--- config.mk ---
export PLATFORM = sky130hd
export DESIGN_NAME = pad_func_mux
export DESIGN_NICKNAME = d
export VERILOG_FILES = /design/src/rtl/pad_mux_pkg.sv /design/src/rtl/pad_cfg_regs.sv /design/src/rtl/pad_timer_route.sv /design/src/rtl/pad_pin_decode.sv /design/src/rtl/pad_force.sv /design/src/rtl/pad_func_mux.sv
export SDC_FILE = /design/constraint.sdc
export NUM_CORES = 1
export LEC_CHECK = 0
export BUFFER_PORTS_ARGS = -buffer_cell sky130_fd_sc_hd__buf_2
export CAP_MARGIN = 20
export CORE_MARGIN = 2
export CORE_UTILIZATION = 40
export CTS_CLUSTER_SIZE = 10
export DETAILED_ROUTE_END_ITERATION = 10
export PLACE_DENSITY = 0.78
export RECOVER_POWER = 100
export SYNTH_ARGS = -nofsm -noshare
export SYNTH_HDL_FRONTEND = slang
export SYNTH_SLANG_ARGS = --single-unit
--- constraint.sdc ---
create_clock -name clk -period 1.2 [get_ports clk]
set_input_delay 0.24 -clock clk [delete_from_list [all_inputs] [get_ports clk]]
set_output_delay 0.24 -clock clk [all_outputs]
set_load 0.03 [all_outputs]
--- src/rtl/pad_mux_pkg.sv ---
package pad_mux_pkg;

  typedef struct packed {
    logic oe;
    logic out;
    logic od;
    logic pu;
  } pad_ctl_t;

  localparam int MODE_W = 4;

  localparam logic [MODE_W-1:0] MODE_GPIO_PP = 4'h1;
  localparam logic [MODE_W-1:0] MODE_IN_FLOAT = 4'h4;
  localparam logic [MODE_W-1:0] MODE_GPIO_OD = 4'h5;
  localparam logic [MODE_W-1:0] MODE_IN_PULL = 4'h8;
  localparam logic [MODE_W-1:0] MODE_ALT_PP = 4'h9;
  localparam logic [MODE_W-1:0] MODE_ALT_CLK = 4'hB;
  localparam logic [MODE_W-1:0] MODE_ALT_OD = 4'hD;

  localparam pad_ctl_t PAD_FLOAT = '{oe: 1'b0, out: 1'b0, od: 1'b0, pu: 1'b0};
  localparam pad_ctl_t PAD_PULLED = '{oe: 1'b0, out: 1'b0, od: 1'b0, pu: 1'b1};

  localparam int PORT_A = 0;
  localparam int PORT_B = 1;
  localparam int PORT_C = 2;

  function automatic int pin_of(int port, int bitn, int ppp);
    return port * ppp + bitn;
  endfunction

  // Port A bit used by a timer channel when its remap bit is 0
  function automatic int tmr_home_bit(int ch);
    case (ch)
      0: return 0;
      1: return 3;
      2: return 1;
      default: return 2;
    endcase
  endfunction

  // Port B bit used by a timer channel when its remap bit is 1
  function automatic int tmr_alt_bit(int ch);
    return ch + 1;
  endfunction

endpackage

--- src/rtl/pad_cfg_regs.sv ---
module pad_cfg_regs
  import pad_mux_pkg::*;
#(
  parameter int NUM_PINS = 24,
  parameter int PIN_W = 5
) (
  input  logic                           clk,
  input  logic                           rst,
  input  logic                           cfg_we,
  input  logic [PIN_W-1:0]               cfg_pin,
  input  logic [MODE_W-1:0]              cfg_code,
  input  logic                           dout_we,
  input  logic [NUM_PINS-1:0]            dout_data,
  input  logic                           ctrl_we,
  input  logic                           ctrl_regen,
  input  logic                           ctrl_dbg_dis,
  output logic [NUM_PINS-1:0][MODE_W-1:0] cfg_q,
  output logic [NUM_PINS-1:0]            dout_q,
  output logic                           regen_q,
  output logic                           dbgdis_q
);

  // reset values and write timing
  always_ff @(posedge clk) begin
    if (rst) begin
      for (int i = 0; i < NUM_PINS; i++) cfg_q[i] <= MODE_IN_FLOAT;
      dout_q   <= '0;
      regen_q  <= 1'b1;
      dbgdis_q <= 1'b0;
    end else begin
      if (cfg_we && (32'(cfg_pin) < NUM_PINS)) cfg_q[cfg_pin] <= cfg_code;
      if (dout_we) dout_q <= dout_data;
      if (ctrl_we) begin
        regen_q  <= ctrl_regen;
        dbgdis_q <= ctrl_dbg_dis;
      end
    end
  end

endmodule

--- src/rtl/pad_timer_route.sv ---
module pad_timer_route
  import pad_mux_pkg::*;
#(
  parameter int NUM_PINS = 24,
  parameter int PPP = 8,
  parameter int NUM_CH = 4,
  parameter int PIN_W = 5
) (
  input  logic [NUM_CH-1:0]   ch_out,
  input  logic [NUM_CH-1:0]   ch_en,
  input  logic [NUM_CH-1:0]   remap,
  output logic [NUM_PINS-1:0] hit,
  output logic [NUM_PINS-1:0] val
);

  logic [NUM_CH-1:0][PIN_W-1:0] ch_pin;

  // per-channel pin location
  for (genvar c = 0; c < NUM_CH; c++) begin : g_loc
    localparam int HOME = pin_of(PORT_A, tmr_home_bit(c), PPP);
    localparam int ALT = pin_of(PORT_B, tmr_alt_bit(c), PPP);
    assign ch_pin[c] = remap[c] ? PIN_W'(ALT) : PIN_W'(HOME);
  end

  for (genvar p = 0; p < NUM_PINS; p++) begin : g_pin
    always_comb begin
      hit[p] = 1'b0;
      val[p] = 1'b0;
      for (int c = 0; c < NUM_CH; c++) begin
        if (ch_en[c] && (ch_pin[c] == PIN_W'(p))) begin
          hit[p] = 1'b1;
          val[p] = ch_out[c];
        end
      end
    end
  end

endmodule

--- src/rtl/pad_pin_decode.sv ---
module pad_pin_decode
  import pad_mux_pkg::*;
(
  input  logic [MODE_W-1:0] code,
  input  logic              gpio_bit,
  input  logic              alt_bit,
  output pad_ctl_t          ctl
);

  // mode decoding
  always_comb begin
    case (code)
      MODE_GPIO_PP: ctl = '{oe: 1'b1, out: gpio_bit, od: 1'b0, pu: 1'b0};
      MODE_GPIO_OD: ctl = '{oe: 1'b1, out: gpio_bit, od: 1'b1, pu: 1'b0};
      MODE_IN_PULL: ctl = PAD_PULLED;
      MODE_ALT_PP,
      MODE_ALT_CLK: ctl = '{oe: 1'b1, out: alt_bit, od: 1'b0, pu: 1'b0};
      MODE_ALT_OD:  ctl = '{oe: 1'b1, out: alt_bit, od: 1'b1, pu: 1'b0};
      default:      ctl = PAD_FLOAT;
    endcase
  end

endmodule

--- src/rtl/pad_force.sv ---
module pad_force
  import pad_mux_pkg::*;
#(
  parameter int NUM_PINS = 24,
  parameter int PPP = 8
) (
  input  pad_ctl_t [NUM_PINS-1:0] base,
  input  logic                    regen,
  input  logic                    dbgdis,
  input  logic                    reg_en_sig,
  input  logic                    dbg_active,
  input  logic                    dbg_swd,
  input  logic                    dbg_tdo,
  input  logic                    swdio_oe,
  input  logic                    swdio_out,
  output pad_ctl_t [NUM_PINS-1:0] final_ctl
);

  localparam int IDX_REG = pin_of(PORT_A, 7, PPP);
  localparam int IDX_RST = pin_of(PORT_C, 0, PPP);
  localparam int IDX_TDO = pin_of(PORT_C, 2, PPP);
  localparam int IDX_TDI = pin_of(PORT_C, 3, PPP);
  localparam int IDX_TMS = pin_of(PORT_C, 4, PPP);

  logic jtag_on, sw_on;

  assign jtag_on = dbg_active && !dbgdis && !dbg_swd;
  assign sw_on = dbg_active && !dbgdis && dbg_swd;

  always_comb begin
    final_ctl = base;
    // regulator enable on A7
    if (regen) final_ctl[IDX_REG] = '{oe: 1'b1, out: reg_en_sig, od: 1'b1, pu: 1'b0};
    // JTAG pins
    if (jtag_on) begin
      final_ctl[IDX_RST] = PAD_PULLED;
      final_ctl[IDX_TDI] = PAD_PULLED;
      final_ctl[IDX_TMS] = PAD_PULLED;
      final_ctl[IDX_TDO] = '{oe: 1'b1, out: dbg_tdo, od: 1'b0, pu: 1'b0};
    end
    // serial-wire data pin
    if (sw_on) final_ctl[IDX_TMS] = '{oe: swdio_oe, out: swdio_out, od: 1'b0, pu: 1'b0};
  end

endmodule

--- src/rtl/pad_func_mux.sv ---
module pad_func_mux
  import pad_mux_pkg::*;
#(
  parameter int PPP = 8,
  parameter int NUM_PORTS = 3,
  parameter int NUM_CH = 4,
  localparam int NUM_PINS = PPP * NUM_PORTS,
  localparam int PIN_W = $clog2(NUM_PINS)
) (
  input  logic                clk,
  input  logic                rst,
  input  logic                cfg_we,
  input  logic [PIN_W-1:0]    cfg_pin,
  input  logic [MODE_W-1:0]   cfg_code,
  input  logic                dout_we,
  input  logic [NUM_PINS-1:0] dout_data,
  input  logic                ctrl_we,
  input  logic                ctrl_regen,
  input  logic                ctrl_dbg_dis,
  input  logic [NUM_CH-1:0]   tmr_ch_out,
  input  logic [NUM_CH-1:0]   tmr_ch_en,
  input  logic [NUM_CH-1:0]   tmr_remap,
  input  logic [NUM_PINS-1:0] ser_out,
  input  logic [NUM_PINS-1:0] ser_valid,
  input  logic                reg_en_sig,
  input  logic                dbg_active,
  input  logic                dbg_swd,
  input  logic                dbg_tdo,
  input  logic                dbg_swdio_oe,
  input  logic                dbg_swdio_out,
  output logic [NUM_PINS-1:0] pad_oe,
  output logic [NUM_PINS-1:0] pad_out,
  output logic [NUM_PINS-1:0] pad_od,
  output logic [NUM_PINS-1:0] pad_pu
);

  logic [NUM_PINS-1:0][MODE_W-1:0] cfg_q;
  logic [NUM_PINS-1:0]             dout_q;
  logic                            regen_q;
  logic                            dbgdis_q;
  logic [NUM_PINS-1:0]             t_hit, t_val, alt_val;
  pad_ctl_t [NUM_PINS-1:0]         base_ctl, final_ctl;

  pad_cfg_regs #(.NUM_PINS(NUM_PINS), .PIN_W(PIN_W)) u_regs (
    .clk          (clk),
    .rst          (rst),
    .cfg_we       (cfg_we),
    .cfg_pin      (cfg_pin),
    .cfg_code     (cfg_code),
    .dout_we      (dout_we),
    .dout_data    (dout_data),
    .ctrl_we      (ctrl_we),
    .ctrl_regen   (ctrl_regen),
    .ctrl_dbg_dis (ctrl_dbg_dis),
    .cfg_q        (cfg_q),
    .dout_q       (dout_q),
    .regen_q      (regen_q),
    .dbgdis_q     (dbgdis_q)
  );

  pad_timer_route #(.NUM_PINS(NUM_PINS), .PPP(PPP), .NUM_CH(NUM_CH), .PIN_W(PIN_W)) u_route (
    .ch_out (tmr_ch_out),
    .ch_en  (tmr_ch_en),
    .remap  (tmr_remap),
    .hit    (t_hit),
    .val    (t_val)
  );

  for (genvar p = 0; p < NUM_PINS; p++) begin : g_pin
    // timer beats serial, no source gives 0
    assign alt_val[p] = t_hit[p] ? t_val[p] : (ser_valid[p] & ser_out[p]);

    pad_pin_decode u_dec (
      .code     (cfg_q[p]),
      .gpio_bit (dout_q[p]),
      .alt_bit  (alt_val[p]),
      .ctl      (base_ctl[p])
    );

    assign pad_oe[p] = final_ctl[p].oe;
    assign pad_out[p] = final_ctl[p].out;
    assign pad_od[p] = final_ctl[p].od;
    assign pad_pu[p] = final_ctl[p].pu;
  end

  pad_force #(.NUM_PINS(NUM_PINS), .PPP(PPP)) u_force (
    .base       (base_ctl),
    .regen      (regen_q),
    .dbgdis     (dbgdis_q),
    .reg_en_sig (reg_en_sig),
    .dbg_active (dbg_active),
    .dbg_swd    (dbg_swd),
    .dbg_tdo    (dbg_tdo),
    .swdio_oe   (dbg_swdio_oe),
    .swdio_out  (dbg_swdio_out),
    .final_ctl  (final_ctl)
  );

endmodule

==> metrics.txt <==
post-route cell area=10400 um2; Port Buf Inserts=201; instance area at placement=8250 um2; NetSw=around 2.4 mW; post-layout min period=between 1.5 and 2 ns; CTS Buf Count=17; WL met2=10.2 mm; CP delay by family, top=simple AND/OR/NAND/NOR gates; largest net degree at the start of global routing=69; largest area contributor in the netlist=dfxtp_1; commonest cells in the netlist=dfxtp_1, mux2i_1, nand2b_1, nand2_1, nor2_1; Critical Path Fanout Max=6; Synth cell types=46; Ys Warns=0; Mapped Nets=765; core area=15100 um2; Hold WC Path Type=in2reg; Met1 Wirelength=8.31 mm; routed vias=5997; Clk network pwr share=0.503; cell chain of the critical path=or3b_4 > mux2_4 > buf_6; number of global-route vias before repair=6025; diodes inserted=0; #FFs+latches synth=122; Detail Route met3 WL=roughly 810 um; sw frac=0.226; layout cell share with drive strength beyond 1=0.563; PwrDens=1010 nW/um2; async set or reset register ratio after synthesis=0; Seq/Total Area, Yosys=0.396; Combinational Power Share=0.100; r2r endpoint=u_regs.cfg_q[89]$_SDFFE_PP0P_; leak pwr=between 4 and 5 nW; Remaining DRCs=0; estimated wirelength of the detail-placed design=12.0 mm; First-pass DRT Iterations=4; outcome=finished, violations left; # IOs=202; CP Data Required Time=0.96 ns; Placer Congestion=0.748; wire length per cell=17.1 um; register share of total power=0.397; crit end category=output port; clk slew on worst S/H paths=approximately 0.06 ns; RSZ-0062 raised after global routing=yes; Post-Syn Instances=659; Hold Startpoint=ctrl_regen; Die H=128 um; Slew Limit Fails=0; Clock Path Buffers=2; CTS root buf=clkbuf_16; mean area per synthesized cell=~9.4 um2; Detailed Route Iter0 Violations=282; nets@finish=1051; startpoint types=flop; post-route setup slack=-0.644 ns; cell-internal power=8.10 mW; CTS tree=done; Area contributors post-synth=dfxtp_1, mux2i_1, nand2b_1; reg-to-reg slack, setup=0.31 ns; Crit-path slowest cell=or3b_4; Setup-failing EPs final=164; Worst Tran Pin Value=between 0.6 and 0.7 ns; hold buffer count at CTS=0; Die W=128 um; top-count cell post-synth=dfxtp_1; kind of critical path=reg2out; Crit path arrival time=1.60 ns; vias per cell=5.23; WP buf/inv=1; R2R depth=4; Slew headroom=0.560; full die area=around 16000 um2; Max Cap Viol=0; Initial Util=0.408; Hold EP=u_regs.regen_q$_SDFFE_PP1P_; WHS=between 0.04 and 0.05 ns; failing checks=negative setup slack; Final Hold Vio Count=0; Post-synth EDFFs=0; Final Cycle Share=1.54; GR Overflow Total=0; Highest Signal Layer=met4; Post-synth top flop=dfxtp_1; CTS sink cnt=122; post-route clock skew=0 ns; WHS Path Cells=2; total track usage=0.228; share of the synthesized area in the top cell type=0.396; std cell rows=between 40 and 50; initial antenna violation count=0; area of the mapped netlist=6170 um2; fmax=542 MHz; CP peak stage delay=0.42 ns; htree depth=4; total wire length=19.6 mm; first-pass GRT wire length=30.0 mm; clk_lat worst skew=0.41 ns; VDD IR-drop max=around 760 uV; Post-DRT Antenna Nets=0; Reg-to-Reg Start=u_regs.cfg_q[89]$_SDFFE_PP0P_; area delta synth->final=67.8%
==> through the flow <==
step | setup WS (ns) | instances | TNS, ns | power, mW | util
4_1_cts | -0.680 | 1132 | -31.76 | 10.5 | 0.659
5_1_grt | -0.685 | 1146 | -55.64 | 10.8 | 0.684
3_5_place_dp | -0.418 | 1092 | -10.69 | 5.19 | 0.545
2_1_floorplan | -0.214 | 659 | -1.59 | 4.77 | -
3_3_place_gp | -0.388 | 1092 | -9.70 | 5.18 | 0.545
6_report | -0.644 | 1146 | -42.04 | 10.5 | 0.684
==> cell type report <==
class | count | area [um2]
fill | 1070 | 4790
inverter | 2 | 7.51
clock buffer | 25 | 495
tap | 188 | 235
timing repair buffer | 294 | 2420
multi-input combinational | 508 | 4500
clock inverter | 7 | 113
sequential | 122 | 2590
==> kinds of logic after synthesis <==
kind of cell	count (synthesis)	synth area share
compound gates	65	0.0823
flops	122	0.396
buf+inv	29	0.0229
simple gates	321	0.301
mux	122	0.199
==> how the worst max path moves through the flow <==
stage                                        startpoint     endpoint  slack, ns  cells after the start
final                      u_regs.dbgdis_q$_SDFFE_PP0P_  pad_out[18]      -0.64                      3
after global routing       u_regs.dbgdis_q$_SDFFE_PP0P_  pad_out[18]      -0.69                      3
after CTS                  u_regs.dbgdis_q$_SDFFE_PP0P_  pad_out[18]      -0.68                      3
after detailed placement                        dbg_swd   pad_od[19]      -0.42                      6
after global placement                          dbg_swd   pad_od[19]      -0.39                      6
after floorplan           u_regs.cfg_q[46]$_SDFFE_PP1P_  pad_out[11]      -0.21                      3
==> registers in the layout (all words and copies together), names as in the netlist <==
register / cells
u_regs.dout_q: 24
u_regs.dbgdis_q: 1
u_regs.regen_q: 1
u_regs.cfg_q: 96
==> per-layer routing <==
metal  vias up  global-route usage
met3        25              0.0513
met2       174               0.404
met1      2894               0.279
met4         0              0.0601
li1       2904                   -
met5         -                   0
==> power by group through the flow <==
stage / clock (mW) / combinational (mW) / sequential, mW
2_1_floorplan: 0 / 0.510 / 4.26
3_3_place_gp: 0 / 0.909 / 4.27
3_5_place_dp: 0 / 0.923 / 4.27
4_1_cts: 5.30 / 1.02 / 4.18
5_1_grt: 5.50 / 1.12 / 4.16
6_report: 5.26 / 1.05 / 4.16
==> cells in the final DEF (no fill, tap or decap), types with 5 or more instances in the layout <==
| master | instances |
|---|---|
| a21boi_4 | 6 |
| buf_4 | 55 |
| dfxtp_2 | 56 |
| dfxtp_4 | 20 |
| clkbuf_1 | 5 |
| nor2b_2 | 11 |
| clkbuf_16 | 17 |
| nand2b_1 | 79 |
| and2_1 | 5 |
| nor3_2 | 5 |
| mux2i_1 | 121 |
| buf_6 | 124 |
| buf_2 | 104 |
| nor3b_4 | 5 |
| nand2_1 | 53 |
| and3b_1 | 16 |
| a41oi_2 | 10 |
| a21boi_2 | 16 |
| dfxtp_1 | 46 |
| nor2_1 | 52 |
| nor2b_1 | 7 |
| nand2b_4 | 20 |
| clkbuf_2 | 6 |
| nor3b_2 | 7 |
| nor3_4 | 14 |
==> repair_timing <==
action                                  CTS  global route
setup buffers                             8            15
pin swaps                                41            21
endpoints found under the setup margin   96            96
gates resized for setup                 325            76
No activity file was read; power rests on OpenSTA's default activity.
